## src/rtl/vic_pkg.sv

```systemverilog
// Package: shared register offsets for the vectored interrupt controller.
// Assumes byte addressing on an 8-bit offset, with word-aligned registers.
package vic_pkg;
    localparam logic [7:0] OFS_VECTOR    = 8'h00;
    localparam logic [7:0] OFS_PROTECT   = 8'h08;
    localparam logic [7:0] OFS_EXTCTRL   = 8'h0C;
    localparam logic [7:0] OFS_PEND_BASE = 8'h10;
    localparam logic [7:0] OFS_EN_BASE   = 8'h40;
    localparam logic [7:0] OFS_MASK_BASE = 8'h50;
endpackage

```

## src/rtl/vic_bank.sv

```systemverilog
// Module: one bank of pending, enable and mask state for BANK_W sources.
// Pending bits latch the source level. A write-one clears a bit, but
// setting wins over clearing in the same cycle. Assumes synchronous
// active-low reset and write strobes that are already decoded by the parent.
module vic_bank #(
    parameter int BANK_W = 32
) (
    input  logic              clk,
    input  logic              rst_n,
    input  logic [BANK_W-1:0] src,
    input  logic [BANK_W-1:0] pend_clr,
    input  logic              en_we,
    input  logic              mask_we,
    input  logic [BANK_W-1:0] wdata,
    output logic [BANK_W-1:0] pend,
    output logic [BANK_W-1:0] en,
    output logic [BANK_W-1:0] mask,
    output logic [BANK_W-1:0] elig
);
    // Pending latch: a high source sets the bit, a written one clears it.
    always_ff @(posedge clk) begin
        if (!rst_n) pend <= '0;
        else        pend <= (pend & ~pend_clr) | src;
    end

    // Enable and mask words: plain read/write storage.
    always_ff @(posedge clk) begin
        if (!rst_n) begin
            en   <= '0;
            mask <= '0;
        end else begin
            if (en_we)   en   <= wdata;
            if (mask_we) mask <= wdata;
        end
    end

    // Eligibility: pending, enabled and not blocked.
    always_comb elig = pend & en & ~mask;

    AST_PEND_CAPTURE: assert property (@(posedge clk) disable iff (!rst_n)
        rst_n |=> ((pend & $past(src)) == $past(src)));
    AST_PEND_KEEP: assert property (@(posedge clk) disable iff (!rst_n)
        (rst_n && pend_clr == '0) |=> ((pend & $past(pend)) == $past(pend)));
    AST_PEND_CLEARED: assert property (@(posedge clk) disable iff (!rst_n)
        rst_n |=> ((pend & $past(pend_clr) & ~$past(src)) == '0));
endmodule

```

## src/rtl/vic_prio.sv

```systemverilog
// Module: fixed-priority picker. It returns the lowest-numbered set bit
// of elig, skipping bit 0, which is reserved to mean "none".
// Purely combinational; the clock and reset serve only the assertions.
module vic_prio #(
    parameter int N = 96,
    localparam int IDX_W = $clog2(N)
) (
    input  logic             clk,
    input  logic             rst_n,
    input  logic [N-1:0]     elig,
    output logic             valid,
    output logic [IDX_W-1:0] idx
);
    // Scan downwards so that the lowest eligible index is assigned last.
    always_comb begin
        valid = 1'b0;
        idx   = '0;
        for (int i = N - 1; i >= 1; i--) begin
            if (elig[i]) begin
                valid = 1'b1;
                idx   = IDX_W'(i);
            end
        end
    end

    AST_WINNER_ELIGIBLE: assert property (@(posedge clk) disable iff (!rst_n)
        valid |-> (elig[idx] && idx != '0));
    AST_WINNER_LOWEST: assert property (@(posedge clk) disable iff (!rst_n)
        valid |-> ((elig & ((N'(1) << idx) - N'(1)) & ~N'(1)) == '0));
    AST_NONE_MEANS_EMPTY: assert property (@(posedge clk) disable iff (!rst_n)
        !valid |-> ((elig & ~N'(1)) == '0));
endmodule

```

## src/rtl/vic_regblock.sv

```systemverilog
// Module: top of the vectored interrupt controller. It decodes the
// register port, instantiates one vic_bank per bank, picks the vector
// and drives the request line. Reads are combinational on bus_addr.
// A write commits on the rising edge while bus_we is high.
module vic_regblock
    import vic_pkg::*;
#(
    parameter int NUM_BANKS = 3,
    parameter int DATA_W    = 32,
    parameter int ADDR_W    = 8,
    localparam int NUM_SRC  = NUM_BANKS * DATA_W,
    localparam int IDX_W    = $clog2(NUM_SRC)
) (
    input  logic               clk,
    input  logic               rst_n,
    input  logic [NUM_SRC-1:0] src_level,
    input  logic [ADDR_W-1:0]  bus_addr,
    input  logic [DATA_W-1:0]  bus_wdata,
    input  logic               bus_we,
    output logic [DATA_W-1:0]  bus_rdata,
    output logic               cpu_irq
);
    logic [ADDR_W-1:0]  word_addr;
    logic [NUM_SRC-1:0] pend_all, en_all, mask_all, elig_all;
    logic               vec_valid;
    logic [IDX_W-1:0]   vec_idx;
    logic               prot_q;
    logic [DATA_W-1:0]  extctrl_q;

    // Word-align the address: the two low bits play no part in decode.
    always_comb word_addr = {bus_addr[ADDR_W-1:2], 2'b00};

    for (genvar b = 0; b < NUM_BANKS; b++) begin : g_bank
        localparam logic [ADDR_W-1:0] PEND_A = ADDR_W'(OFS_PEND_BASE) + ADDR_W'(4 * b);
        localparam logic [ADDR_W-1:0] EN_A   = ADDR_W'(OFS_EN_BASE)   + ADDR_W'(4 * b);
        localparam logic [ADDR_W-1:0] MASK_A = ADDR_W'(OFS_MASK_BASE) + ADDR_W'(4 * b);
        logic [DATA_W-1:0] clr;

        // Write-one-to-clear data, present only during a pending write.
        always_comb clr = (bus_we && word_addr == PEND_A) ? bus_wdata : '0;

        vic_bank #(.BANK_W(DATA_W)) bank_i (
            .clk     (clk),
            .rst_n   (rst_n),
            .src     (src_level[b*DATA_W +: DATA_W]),
            .pend_clr(clr),
            .en_we   (bus_we && word_addr == EN_A),
            .mask_we (bus_we && word_addr == MASK_A),
            .wdata   (bus_wdata),
            .pend    (pend_all[b*DATA_W +: DATA_W]),
            .en      (en_all[b*DATA_W +: DATA_W]),
            .mask    (mask_all[b*DATA_W +: DATA_W]),
            .elig    (elig_all[b*DATA_W +: DATA_W])
        );
    end

    vic_prio #(.N(NUM_SRC)) prio_i (
        .clk  (clk),
        .rst_n(rst_n),
        .elig (elig_all),
        .valid(vec_valid),
        .idx  (vec_idx)
    );

    // Request line: any eligible source, source 0 included.
    always_comb cpu_irq = |elig_all;

    // Storage-only registers: protection flag and external control word.
    always_ff @(posedge clk) begin
        if (!rst_n) begin
            prot_q    <= 1'b0;
            extctrl_q <= '0;
        end else if (bus_we) begin
            if (word_addr == ADDR_W'(OFS_PROTECT)) prot_q    <= bus_wdata[0];
            if (word_addr == ADDR_W'(OFS_EXTCTRL)) extctrl_q <= bus_wdata;
        end
    end

    // Read mux: unmapped offsets return zero.
    always_comb begin
        bus_rdata = '0;
        if (word_addr == ADDR_W'(OFS_VECTOR) && vec_valid)
            bus_rdata = DATA_W'({vec_idx, 2'b00});
        if (word_addr == ADDR_W'(OFS_PROTECT)) bus_rdata = DATA_W'(prot_q);
        if (word_addr == ADDR_W'(OFS_EXTCTRL)) bus_rdata = extctrl_q;
        for (int b = 0; b < NUM_BANKS; b++) begin
            if (word_addr == ADDR_W'(OFS_PEND_BASE) + ADDR_W'(4 * b))
                bus_rdata = pend_all[b*DATA_W +: DATA_W];
            if (word_addr == ADDR_W'(OFS_EN_BASE) + ADDR_W'(4 * b))
                bus_rdata = en_all[b*DATA_W +: DATA_W];
            if (word_addr == ADDR_W'(OFS_MASK_BASE) + ADDR_W'(4 * b))
                bus_rdata = mask_all[b*DATA_W +: DATA_W];
        end
    end

    AST_VEC_IMPLIES_IRQ: assert property (@(posedge clk) disable iff (!rst_n)
        vec_valid |-> cpu_irq);
    AST_VEC_ALIGNED: assert property (@(posedge clk) disable iff (!rst_n)
        (word_addr == ADDR_W'(OFS_VECTOR)) |-> (bus_rdata[1:0] == 2'b00));
    AST_PROT_ONE_BIT: assert property (@(posedge clk) disable iff (!rst_n)
        (word_addr == ADDR_W'(OFS_PROTECT)) |-> (bus_rdata[DATA_W-1:1] == '0));
    AST_RESET_QUIET: assert property (@(posedge clk)
        !rst_n |=> !cpu_irq);
endmodule

```

## config.mk

```make
export PLATFORM = sky130hd
export DESIGN_NAME = vic_regblock
export DESIGN_NICKNAME = d
export VERILOG_FILES = /design/src/rtl/vic_pkg.sv /design/src/rtl/vic_bank.sv /design/src/rtl/vic_prio.sv /design/src/rtl/vic_regblock.sv
export SDC_FILE = /design/constraint.sdc
export NUM_CORES = 1
export LEC_CHECK = 0
export BUFFER_PORTS_ARGS = -buffer_cell sky130_fd_sc_hd__clkbuf_2
export CELL_PAD_IN_SITES_DETAIL_PLACEMENT = 0
export CELL_PAD_IN_SITES_GLOBAL_PLACEMENT = 1
export CORE_UTILIZATION = 47
export CTS_BUF_LIST = sky130_fd_sc_hd__clkbuf_2 sky130_fd_sc_hd__clkbuf_4 sky130_fd_sc_hd__clkbuf_8
export DETAILED_ROUTE_END_ITERATION = 10
export GPL_ROUTABILITY_DRIVEN = 0
export HOLD_SLACK_MARGIN = 0.05
export PLACE_DENSITY_LB_ADDON = 0.1
export SETUP_SLACK_MARGIN = 0.1
export SKIP_CTS_REPAIR_TIMING = 1
export SLEW_MARGIN = 15
export SYNTH_ARGS = -nofsm -noshare
export SYNTH_HDL_FRONTEND = slang
export SYNTH_HIERARCHICAL = 1
export SYNTH_SLANG_ARGS = --single-unit
```

## constraint.sdc

```tcl
create_clock -name clk -period 7.6 [get_ports clk]
set_input_delay 0.38 -clock clk [delete_from_list [all_inputs] [get_ports clk]]
set_output_delay 0.38 -clock clk [all_outputs]
set_load 0.01 [all_outputs]
```

==> run summary, run 1 <==
From left edge to right edge, the die measures 199.9 um. The power density relative to cell area was 184.7 nW/um2. STA puts the critical path data required time at 7.22 ns.

The global routing usage summed across all routing layers came out at 0.3105. Combinational group share of total power: 0.090. The final layout contains routed wiring with a total length of 63,450 um.

For the pin with the worst max-slew slack, the measured transition is 1.145 ns. The maximum fanout along the worst path is 4, and the async set-or-reset flop fraction in the synthesized netlist is 0. The worst IR drop on VDD was 0.1457 mV. The die covers 39,980 um2. Setup repair after global routing left no endpoint under its margin. The flip-flop cell with the highest count after synthesis was sky130_fd_sc_hd__dfxtp_1. The number of buffers inserted during clock tree synthesis is 58, and the xor/xnor cell area share of the yosys netlist is 0. Data on the critical path arrives at its endpoint at 4.06 ns. The run gives 321 as the number of sinks driven by the clock tree.

Power dissipated by switching net loads: 0.9678 mW. In this run the static leakage power is 8.214 nW. No sink is reached through more buffers than the 3 on the longest clock path.

Clock latency on the worst-skew pair, taken at its later pin, is 0.67 ns. The logs give 0 for the max-cap check violation count and 0 for the residual overflow from global routing. The number of synthesized flops with an enable pin works out to 0. The main combinational cell family by area after synthesis is simple AND/OR/NAND/NOR gates. The number of search-and-repair iterations in the first detailed-routing pass was 8; the layout-stage area growth over the synthesis result was 15.13%. The min-delay analysis places its worst path in the category primary input to register.

The run gives 172 as the number of top-level design ports. The tools report the maximum clock rate as 0.2254 GHz. After technology mapping, the gate count stands at 2,045. The run gives 1,166 as the number of DRC markers after the initial detailed-route iteration. The tools report the number of global-route vias before repair as 14,890. Power comes to 3.916 mW. The run gives 0.2350 as the worst slew margin relative to its limit. After detailed routing, the number of vias per cell comes to 5.800.

In this run, distinct cell masters in the synthesized netlist total 71. The CTS clock-pin slew for the worst setup and hold paths is 0.06 ns. The run gives 0 as the count of endpoints failing hold in the final timing report. The count of state elements after synthesis is 321, and the number of antenna violations at the first check in global routing is 1.

The total of endpoints with negative setup slack in the final report was 0. STA classifies the critical path startpoint as a register. The worst setup path is captured at an output port.

TritonCTS built the clock tree. After routing the design area is 21,200 um2. Detailed placement ended at an HPWL of 39,450 um.

The multiplexer share of the synthesized area is 0.1098, and the clock network power share is 0.459. The adder and majority cell fraction of the synthesized area works out to 0. The die is 199.9 um tall. In this run the cell area measured after placement is 18,960 um2.

The checks that failed: design-rule violations. The total number of nets in the final design is 2,394. Worst setup skew after layout: 0 ns. The share of the cycle needed by the critical path after routing is 0.5838, and the internal power of the cells is 2.949 mW. The synthesized netlist occupies a cell area of 18,420 um2. The average instance in the mapped netlist occupies 9.005 um2. The number of antenna diodes in the final layout is 0. Number of routed nets with antenna violations: 0. The critical path is of the register to output port type.

The switching power as a share of total power works out to 0.2471. The run finished, with violations left. Buffers placed on the I/O ports in this run total 169.

Adding up every negative setup slack in the final design gives 0 ns. In the final routed layout, each cell accounts on average for 22.54 um. The final period demand of the worst path came out at 4.437 ns. For the number of pins exceeding their max-slew limit in the final report, the log shows 0. The sequential area share after synthesis came out at 0.3490.

Entering global routing, the biggest net connects 169 pins. The detailed-route DRC error count is 1, and the proportion of power drawn by flip-flops and latches is 0.451. The share of cells above drive strength 1 was 0.1833; the compound-gate portion of the synthesized area was 0.2013. The initial core utilization was 0.4765. Clock root buffer: sky130_fd_sc_hd__clkbuf_8. For this run, the number of Yosys warnings is 6. Summing over every cut layer, the via total after detailed routing is 16,330. The region available for standard cell placement spans 38,650 um2. The area share of and/or/nand/nor cells after synthesis is 0.2737. The initialized floorplan defines 72 standard-cell rows. The first-pass GRT wire length is 92,940 um.

The logs give 2 for the count of H-tree levels built during CTS and 2,184 for the post-synth net total.
[stage by stage]
stage / hold WS, ns / cells / setup WS (ns) / utilization
3_5_place_dp: 0.4447 / 2617 / 3.691 / 0.4906
6_report: 0.07587 / 2815 / 3.163 / 0.5486
5_1_grt: 0.06623 / 2815 / 2.972 / 0.5486
3_3_place_gp: 0.4401 / 2617 / 3.687 / 0.4906
4_1_cts: -0.1219 / 2719 / 3.281 / 0.5237
2_1_floorplan: 0.4347 / 2045 / 4.661 / -
[final timing paths]
| path | slack [ns] | cells after the start | endpoint | start |
|---|---|---|---|---|
| max | 3.16 | 11 | bus_rdata[3] | g_bank[1].bank_i/pend[16] |
| max reg2reg | 6.75 | 2 | g_bank[0].bank_i/pend[4] | g_bank[0].bank_i/pend[4] |
| min | 0.08 | 3 | extctrl_q[21] | bus_wdata[21] |
| min reg2reg | 0.45 | 2 | extctrl_q[27] | extctrl_q[27] |
[power groups by stage]
| stage | clock, mW | combinational, mW | sequential, mW |
|---|---|---|---|
| after floorplan | 0 | 0.212 | 1.78 |
| after global placement | 0 | 0.308 | 1.80 |
| after detailed placement | 0 | 0.311 | 1.80 |
| after CTS | 1.82 | 0.312 | 1.77 |
| after global routing | 1.90 | 0.378 | 1.77 |
| final | 1.80 | 0.353 | 1.77 |
[layout make-up]
type / instances / area (um2)
clock inverter: 10 / 107.6
fill: 3639 / 17450
clock buffer: 92 / 1172
timing repair buffer: 285 / 1979
multi-input combinational: 1571 / 10800
tap: 518 / 648.1
inverter: 18 / 67.56
sequential: 321 / 6426
[cell usage after synthesis (12+ instances only)]
master                       n  area share
sky130_fd_sc_hd__a21boi_0   14      0.0057
sky130_fd_sc_hd__buf_6      18       0.011
sky130_fd_sc_hd__a22oi_1    54       0.022
sky130_fd_sc_hd__and3_1    104       0.035
sky130_fd_sc_hd__dfxtp_1   321        0.35
sky130_fd_sc_hd__o22a_1     27       0.013
sky130_fd_sc_hd__o21a_1     31       0.013
sky130_fd_sc_hd__nor4_1     44       0.015
sky130_fd_sc_hd__nand4_1    15      0.0051
sky130_fd_sc_hd__clkbuf_1   51       0.010
sky130_fd_sc_hd__buf_2      32      0.0087
sky130_fd_sc_hd__nand2_1   189       0.039
sky130_fd_sc_hd__mux2i_1   193        0.10
sky130_fd_sc_hd__nor2_1    195       0.040
sky130_fd_sc_hd__o21a_4     90       0.073
sky130_fd_sc_hd__a221oi_1   28       0.013
sky130_fd_sc_hd__nor2b_1   298        0.10
sky130_fd_sc_hd__a21boi_1   20      0.0082
sky130_fd_sc_hd__buf_12     27       0.029
sky130_fd_sc_hd__o21ai_0    21      0.0057
sky130_fd_sc_hd__a21oi_1    47       0.013
sky130_fd_sc_hd__nor3_1     18      0.0049
sky130_fd_sc_hd__nand3_1    48       0.013
sky130_fd_sc_hd__inv_1      18      0.0037
sky130_fd_sc_hd__o31ai_1    12      0.0049
[kinds of logic after synthesis]
kind of cell | count (synthesis)
AO/OA/AOI/OAI | 412
AND/OR/NAND/NOR | 958
multiplexers | 201
buffers and inverters | 153
flip-flops | 321
[metal layers]
layer / vias to the layer above / GRT usage / part of all wire / wire (um)
li1: 7696 / - / - / -
met1: 7903 / 0.4254 / 0.45 / 28650
met2: 612 / 0.5006 / 0.46 / 29430
met3: 117 / 0.04721 / 0.060 / 3812
met4: 0 / 0.09697 / 0.025 / 1564
met5: - / 0 / 0 / 0
[placed cells by master (no fill, tap or decap), drive strengths merged, types with 6 or more instances in the layout]
master	n
mux2i	193
o21a	121
a211oi	9
nand4	15
or4	6
dlygate4sd3	96
a221oi	29
o22ai	11
mux2	8
nor4	45
inv	20
dfxtp	321
clkbuf	260
nand3	48
and2	9
and3	105
a21boi	34
nor2	196
a221o	9
nor2b	298
o22a	27
or3	8
clkinv	6
nor3	20
a21oi	48
a22oi	54
o31ai	13
a31oi	9
nand2	189
buf	21
o21ai	23
[sequential cells by signal, summed over array words and instances (netlist names)]
signal	count
prot_q	1
g_bank.bank_i/pend	96
g_bank.bank_i/mask	96
g_bank.bank_i/en	96
extctrl_q	32
[worst max-delay path, stage by stage, from the launching register on]
cell and delay (ns):
sky130_fd_sc_hd__dfxtp_1 0.35, sky130_fd_sc_hd__nand2_1 0.07, sky130_fd_sc_hd__nor2_1 0.42, sky130_fd_sc_hd__o31ai_1 0.17, sky130_fd_sc_hd__a2111oi_0 0.79, sky130_fd_sc_hd__o2111ai_1 0.24
sky130_fd_sc_hd__o2111ai_1 0.31, sky130_fd_sc_hd__a221oi_1 0.19, sky130_fd_sc_hd__a221o_1 0.40, sky130_fd_sc_hd__a31oi_1 0.20, sky130_fd_sc_hd__o31ai_1 0.12, sky130_fd_sc_hd__clkbuf_2 0.14
Power figures use the tool's default switching activity.
==> inputs of run 2 (changes only) <==
- ABC_AREA: unset -> 1
- CORE_UTILIZATION: 47 -> 43
- clock period: 7.6 -> 4.1 ns (I/O delays scaled with it)
==> run 2 against run 1 <==
Net effect: the flow finishes with violations (negative setup slack); wire length rose by 10%; synthesized cell count rose by 50%; global-route usage fell by 0.20 points; clock skew did not move; sequential cell count did not move; critical path depth rose by 93; cell count rose by 47%; largest power group unchanged; highest routed layer is now met5.
==> run summary, run 2 <==
The final worst setup slack was -2.981 ns (was 3.163 ns); the power density relative to cell area was 313.0 nW/um2 (was 184.7 nW/um2). Longest individual stage delay on the worst path: 0.33 ns (was 0.79 ns). The detailed-route DRC error count was 0 (was 1). For the combined area of all synthesized cells, the log shows 18,640 um2 (was 18,420 um2).

Most common library cell in the layout ignoring fill and taps: sky130_fd_sc_hd__nand2_1 (was sky130_fd_sc_hd__dfxtp_1). Endpoint type of the worst setup path: an output port (unchanged). Slew at the pin with the worst max-slew slack: 1.146 ns (was 1.145 ns).

Leading cell types by count after synthesis: sky130_fd_sc_hd__nand2_1 (999), sky130_fd_sc_hd__nor2_1 (597), sky130_fd_sc_hd__inv_1 (450) (was sky130_fd_sc_hd__dfxtp_1 (321), sky130_fd_sc_hd__nor2b_1 (298), sky130_fd_sc_hd__nor2_1 (195)). The CTS clock-pin slew for the worst setup and hold paths is 0.06 ns (about the same). Layout-stage area growth over the synthesis result: 26.49% (was 15.13%). The run gives 3 (unchanged) as the maximum clock path buffer count.

The width of the die is 210.2 um (was 199.9 um), and the number of search-and-repair iterations in the first detailed-routing pass is 7 (was 8). Most frequent cell after synthesis: sky130_fd_sc_hd__nand2_1 (was sky130_fd_sc_hd__dfxtp_1). The share of the cycle needed by the critical path after routing was 1.727. The number of synthesized flops with an enable pin is 0 (unchanged). The type of element launching the critical path is a register (unchanged).

The run gives 0 (unchanged) as the max-cap check violation count. The number of pins exceeding their max-slew limit in the final report came out at 0 (unchanged). The cell at the slowest stage of the critical path is sky130_fd_sc_hd__dfxtp_2 (was sky130_fd_sc_hd__a2111oi_0). For the sequential area share after synthesis, the log shows 0.3447 (was 0.3490). The logs give 0 (unchanged) for the number of routed nets with antenna violations and 6.88 ns (was 4.06 ns) for the arrival time of data at the critical path endpoint. The maximum fanout along the worst path is 2 (was 4), and the share of cells above drive strength 1 is 0.2135 (was 0.1833).

The cell repeated most along the worst path is sky130_fd_sc_hd__nand2_1. The die outline area was 44,190 um2 (was 39,980 um2); the number of vias after detailed routing was 19,800 (was 16,330). The pre-CTS setup slack was -2.345 ns (was 3.691 ns). Biggest area consumer among synthesized cells: sky130_fd_sc_hd__dfxtp_1 (unchanged). The total of endpoints with negative setup slack in the final report was 3 (was 0). For the post-route non-filler standard cell count, the log shows 4,128 (was 2,815).

Residual overflow from global routing: 0 (unchanged). The number of sinks driven by the clock tree came out at 321 (unchanged). The placed cell count came out at 3,890 (was 2,617).

The utilization after layout is 0.5572 (was 0.5486). Setup repair after global routing could not meet its margin everywhere. The clock root buffer was sky130_fd_sc_hd__clkbuf_8 (unchanged).

Highest-count cells in the layout ignoring fill and taps: sky130_fd_sc_hd__nand2_1 (988), sky130_fd_sc_hd__nor2_1 (588), sky130_fd_sc_hd__inv_1 (449) (was sky130_fd_sc_hd__dfxtp_1 (321), sky130_fd_sc_hd__nor2b_1 (298), sky130_fd_sc_hd__nor2_1 (193), sky130_fd_sc_hd__mux2i_1 (193), sky130_fd_sc_hd__nand2_1 (187)). The count of endpoints failing hold in the final timing report was 0 (unchanged). Type of the tightest min-delay check: primary input to register (unchanged). The flow ran to the end, but the final reports show violations. The tools report the first-pass GRT wire length as 103,200 um (was 92,940 um). The detailed-route vias per instance is 4.796 (was 5.800), and the post-synth net total is 3,198 (was 2,184).

For the synthesis warning total, the log shows 6 (unchanged). The logs give 7.381 mW (was 3.916 mW) for the total power draw and 0 ns (unchanged) for the worst setup skew after layout. Violated checks: negative setup slack (was design-rule violations).

The tools report the number of DRC markers after the initial detailed-route iteration as 1,616 (was 1,166). Regs by FF count: g_bank.bank_i/en (96), g_bank.bank_i/mask (96), g_bank.bank_i/pend (96) (unchanged). The wire length per cell is 16.90 um (was 22.54 um).

The tools report the total number of nets in the final design as 3,645 (was 2,394). The type of the setup path with the least slack was register to output port (unchanged). The count of H-tree levels built during CTS is 2 (unchanged). For the pin count of the biggest net entering global routing, the log shows 119 (was 169).

The final period demand of the worst path is 7.081 ns. The global routing usage summed across all routing layers was 0.3086 (was 0.3105); the post-route setup TNS was -4.422 ns (was 0 ns). Number of input and output port buffers inserted: 169 (unchanged). The number of top-level design ports was 172 (unchanged); the area of the core region was 42,320 um2 (was 38,650 um2).

The height of the chip was 210.2 um (was 199.9 um). The count of state elements after synthesis is 321 (unchanged), and the worst endpoint required time is 3.89 ns (was 7.22 ns). The worst slew margin relative to its limit came out at 0.2334 (was 0.2350). The flop-to-flop setup slack was 3.34 ns (was 6.75 ns); the instance count of the mapped netlist was 3,059 (was 2,045).

The average cell area after synthesis was 6.095 um2 (was 9.005 um2); the maximum clock rate was 0.1412 GHz. The tools report the standby leakage power as 11.32 nW (was 8.214 nW). The area fraction of the dominant cell type after synthesis was 0.3447 (was 0.3490); the number of antenna violations at the first check in global routing was 1 (unchanged).

Flip-flop cell with the highest count after synthesis: sky130_fd_sc_hd__dfxtp_1 (unchanged). The HPWL after detailed placement came out at 48,660 um (was 39,450 um). Most area-consuming cells after synthesis: sky130_fd_sc_hd__dfxtp_1 (34%), sky130_fd_sc_hd__nand2_1 (20%), sky130_fd_sc_hd__nor2_1 (12%) (was sky130_fd_sc_hd__dfxtp_1 (35%), sky130_fd_sc_hd__mux2i_1 (10%), sky130_fd_sc_hd__nor2b_1 (10%)).

The number of buffers inserted during clock tree synthesis is 58 (unchanged), and the clock latency at the later pin of the worst-skew pair is 0.64 ns (was 0.67 ns). The initial core utilization is 0.4405 (was 0.4765). The async set-or-reset flop fraction in the synthesized netlist was 0 (unchanged). TritonCTS built the clock tree.

The logs give 32 (was 71) for the number of unique standard cell types used by synthesis and 75 (was 72) for the cell row count. Routed wire length: 69,780 um (was 63,450 um). The number of global-route vias before repair is 17,890 (was 14,890). The run gives 0.2169 mV (was 0.1457 mV) as the worst IR drop on VDD.
run 2: cell count changes after synthesis, sizes merged, moves of 85 or more:
cell | before | now
nor2 | 196 | 783
nor2b | 298 | 0
mux2i | 193 | 0
o21a | 121 | 0
nand2 | 189 | 1003
inv | 18 | 477
a21oi | 48 | 133
and3 | 105 | 2
run 2: final cells by class:
class | count | area (um2)
Clock buffer | 98 | 1242
Fill cell | 4277 | 18740
Clock inverter | 6 | 55.05
Inverter | 495 | 2092
Timing Repair Buffer | 507 | 3756
Sequential cell | 321 | 6432
Antenna cell | 1 | 2.502
Tap cell | 577 | 721.9
Multi-Input combinational cell | 2123 | 9280
run 2: kinds of logic (layout without fill, tap and decap cells):
kind of cell,after synthesis,after routing,synth area share
AO/OA/AOI/OAI,180,180,0.05013
buffers and inverters,615,1106,0.1687
other,0,1,0
AND/OR/NAND/NOR,1943,1943,0.4365
flip-flops,321,321,0.3447
run 2: worst paths after layout:
path / start / end / cells after the start
hold / removal: bus_addr[2] / prot_q / 4
setup reg to reg: g_bank[1].bank_i/pend[12] / g_bank[1].bank_i/pend[12] / 3
hold reg to reg: g_bank[2].bank_i/pend[1] / g_bank[2].bank_i/pend[1] / 2
setup / recovery: g_bank[2].bank_i/en[30] / bus_rdata[2] / 104
run 2: routing by layer:
layer  vias up  share of wire  routed length, um  global-route usage
met5         -        0.00019                 13                   0
met4         2          0.031               2136              0.1178
met3       127          0.075               5230             0.05930
met2       669           0.44              30940              0.4816
met1      8997           0.45              31460              0.4199
li1      10000              -                  -                   -
run 2: per-stage QoR:
stage | hold WS [ns] | instance area, um2
finish | 0.09177 | 23580
CTS | -0.2708 | 22080
global route | 0.09942 | 23580
global placement | 0.4250 | 20790
floorplan | 0.3365 | 18650
detailed placement | 0.4298 | 20790
run 2: report_power, final:
group	internal [mW]	leakage [nW]	switching (mW)
Combinational	0.303	8.01	0.433
Sequential	3.21	2.62	0.0626
Clock	1.95	0.694	1.42
run 2: worst max-delay path, delay by kind of cell (launching register included):
family,cells,cell delay [ns]
DFF,1,0.33
and+or+nand+nor,102,5.70
buffers and inverters,2,0.20
==> inputs of run 3 (changes only) <==
- CORE_MARGIN: unset -> 2
==> run 3 against run 2 <==
Net effect: the run still ends with negative setup slack left; highest routed layer is now met4; wire length barely moved; first-iteration DRC count fell by 1.8%; non-clock buffer count rose by 11; global-route usage fell by 0.45 points; largest power group is now sequential cells; critical path depth fell by 2; largest cell class unchanged; count of clock-buffer cells in the layout did not move; total power fell by 2.2%; hold slack improved by 0.0073 ns.
==> run summary, run 3 (synthesized netlist as in run 2, its figures left out) <==
The run gives 0 (unchanged) as the number of routed nets with antenna violations. The endpoint type of the worst setup path was an output port (unchanged). The number of global-route vias before repair came out at 18,020 (was 17,890). The max-cap check violation count is 0 (unchanged), and the die outline area is 45,040 um2 (was 44,190 um2). The total number of nets in the final design is 3,656 (was 3,645), and the number of DRC markers after the initial detailed-route iteration is 1,587 (was 1,616).

The final worst setup slack came out at -3.042 ns (was -2.981 ns). The number of antenna repair diodes was 0 (was 1). For the area of the core region, the log shows 42,980 um2 (was 42,320 um2).

Standby leakage power: 11.32 nW (about the same). The type of the setup path with the least slack is register to output port (unchanged). The pin count of the biggest net entering global routing is 95 (was 119), and the wire length per cell is 16.84 um (was 16.90 um).

Regs by FF count: g_bank.bank_i/en (96), g_bank.bank_i/mask (96), g_bank.bank_i/pend (96) (unchanged). Number of vias after detailed routing: 19,940 (was 19,800). Combined area of the multi-input logic cells: 9239 um2 (was 9280 um2). The run gives 0 (unchanged) as the count of endpoints failing hold in the final timing report. The tools report the worst IR drop on VDD as 0.2732 mV (was 0.2169 mV). Setup repair after global routing could not meet its margin everywhere. The worst endpoint required time came out at 3.89 ns (about the same). The placed cell count is 3,909 (was 3,890), and the detailed-route DRC error count is 0 (unchanged).

The type of element launching the critical path is a register (unchanged). The post-route non-filler standard cell count is 4,146 (was 4,128), and the pre-CTS setup slack is -2.335 ns (was -2.345 ns). The width of the die is 212.2 um (was 210.2 um). The tools report the initial core utilization as 0.4338 (was 0.4405).

The footprint of the flip-flops and latches is 6432 um2 (unchanged), and the count of H-tree levels built during CTS is 2 (unchanged). The tools report the residual overflow from global routing as 0 (unchanged). The number of cells on the worst reg-to-reg path works out to 4 (was 3). The tools report the origin of the critical flop-to-flop path as g_bank[2].bank_i/pend[31] (was g_bank[1].bank_i/pend[12]). The detailed-route vias per instance is 4.810 (was 4.796). Highest-count cells in the layout ignoring fill and taps: sky130_fd_sc_hd__nand2_1 (992), sky130_fd_sc_hd__nor2_1 (587), sky130_fd_sc_hd__inv_1 (448) (was sky130_fd_sc_hd__nand2_1 (988), sky130_fd_sc_hd__nor2_1 (588), sky130_fd_sc_hd__inv_1 (449)). The logs give 5 (was 7) for the number of search-and-repair iterations in the first detailed-routing pass and 69,800 um (was 69,780 um) for the routed wire length.

Termination of the worst setup path: bus_rdata[2] (unchanged). The number of sinks driven by the clock tree is 321 (unchanged). The cell repeated most along the worst path was sky130_fd_sc_hd__nand2_1 (unchanged).

For the number of buffers inserted during clock tree synthesis, the log shows 58 (unchanged). The longest individual stage delay on the worst path was 0.34 ns (was 0.33 ns); the total of endpoints with negative setup slack in the final report was 3 (unchanged). The most common library cell in the layout ignoring fill and taps is sky130_fd_sc_hd__nand2_1 (unchanged). The tools report the clock latency at the later pin of the worst-skew pair as 0.66 ns (was 0.64 ns). The global routing usage summed across all routing layers was 0.3040 (was 0.3086). CTS clock-pin slew for the worst setup and hold paths: 0.06 ns (about the same). Total of fill cells in the finished design: 4,493 (was 4,277). The flow ran to the end, but the final reports show violations.

The height of the chip is 212.2 um (was 210.2 um). Dominant delay contributor by cell family on the critical path: simple AND/OR/NAND/NOR gates (unchanged). TritonCTS built the clock tree. The run gives 48,020 um (was 48,660 um) as the HPWL after detailed placement.

The clock root buffer was sky130_fd_sc_hd__clkbuf_8 (unchanged). The path length in cells of the critical path was 102 (was 104); the flop-to-flop setup slack was 3.28 ns (was 3.34 ns). The maximum clock rate came out at 0.1400 GHz (was 0.1412 GHz).

The number of top-level design ports came out at 172 (unchanged). Maximum clock path buffer count: 3 (unchanged). The cell at the slowest stage of the critical path was sky130_fd_sc_hd__dfxtp_1 (was sky130_fd_sc_hd__dfxtp_2).

The first-pass GRT wire length is 103,600 um (was 103,200 um). The start point of the critical path is g_bank[2].bank_i/pend[28] (was g_bank[2].bank_i/en[30]). Violated checks: negative setup slack (unchanged). The combined buffer and inverter count along the critical path is 2 (unchanged), and the arrival time of data at the critical path endpoint is 6.94 ns (was 6.88 ns). The slew at the pin with the worst max-slew slack was 1.218 ns (was 1.146 ns); the layout-stage area growth over the synthesis result was 26.32% (was 26.49%). End of the worst register-to-register path: g_bank[2].bank_i/pend[31] (was g_bank[1].bank_i/pend[12]). The final period demand of the worst path is 7.142 ns (was 7.081 ns), and the power density relative to cell area is 306.4 nW/um2 (was 313.0 nW/um2).

The number of input and output port buffers inserted was 169 (unchanged). The worst slew margin relative to its limit is 0.1850 (was 0.2334). The type of the tightest min-delay check is primary input to register (unchanged). The number of antenna violations at the first check in global routing was 0 (was 1); the share of the cycle needed by the critical path after routing was 1.742 (was 1.727).

The cell row count was 76 (was 75); the worst setup skew after layout was 0 ns (unchanged). The share of cells above drive strength 1 was 0.2151 (was 0.2135). The number of pins exceeding their max-slew limit in the final report was 0 (unchanged); the maximum fanout along the worst path was 3 (was 2).
-- run 3: power breakdown --
part	switching [mW]	total [mW]	internal [mW]
registers	0.0618	3.27	3.21
clock network	1.39	3.20	1.82
logic	0.433	0.743	0.310
-- run 3: how the worst min path moves through the flow --
stage | endpoint | from | cells after the start
finish | prot_q | bus_addr[2] | 4
global route | prot_q | bus_addr[2] | 4
CTS | g_bank[1].bank_i/pend[29] | src_level[61] | 3
detailed placement | g_bank[0].bank_i/pend[14] | src_level[14] | 3
global placement | g_bank[0].bank_i/pend[14] | src_level[14] | 3
floorplan | g_bank[0].bank_i/pend[0] | src_level[0] | 2
-- run 3: area by class of cell --
cell class / instances / share of cell area
Multi-Input combinational cell: 2123 / 0.3923
Sequential cell: 321 / 0.2731
Timing Repair Buffer: 518 / 0.1632
Inverter: 495 / 0.08883
Clock buffer: 98 / 0.04904
Tap cell: 585 / 0.03108
Clock inverter: 6 / 0.002444
-- run 3: layer usage --
metal / share of wire / routed length, um / vias to the layer above / GRT usage
li1: - / - / 10020 / -
met5: 0 / 0 / - / 0
met2: 0.46 / 31930 / 606 / 0.4973
met4: 0.019 / 1296 / 0 / 0.07909
met3: 0.065 / 4549 / 83 / 0.03840
met1: 0.46 / 32030 / 9235 / 0.4230
-- run 3: stage by stage --
step	area [um2]	TNS, ns	hold WS, ns	power (mW)	util
finish	23550	-5.231	0.09907	7.216	0.5479
global placement	20880	-3.103	0.4261	3.956	0.4858
CTS	22090	-5.107	-0.2841	7.178	0.5140
floorplan	18650	-1.046	0.3365	3.700	-
detailed placement	20880	-3.198	0.4327	3.962	0.4858
global route	23550	-6.945	0.1061	7.510	0.5479
-- run 3: worst register-to-register path, stage by stage (launching register included) --
cell and delay (ns):
sky130_fd_sc_hd__dfxtp_2 0.32, sky130_fd_sc_hd__buf_4 0.12, sky130_fd_sc_hd__buf_4 0.12, sky130_fd_sc_hd__nand2_1 0.06
sky130_fd_sc_hd__a21oi_1 0.05
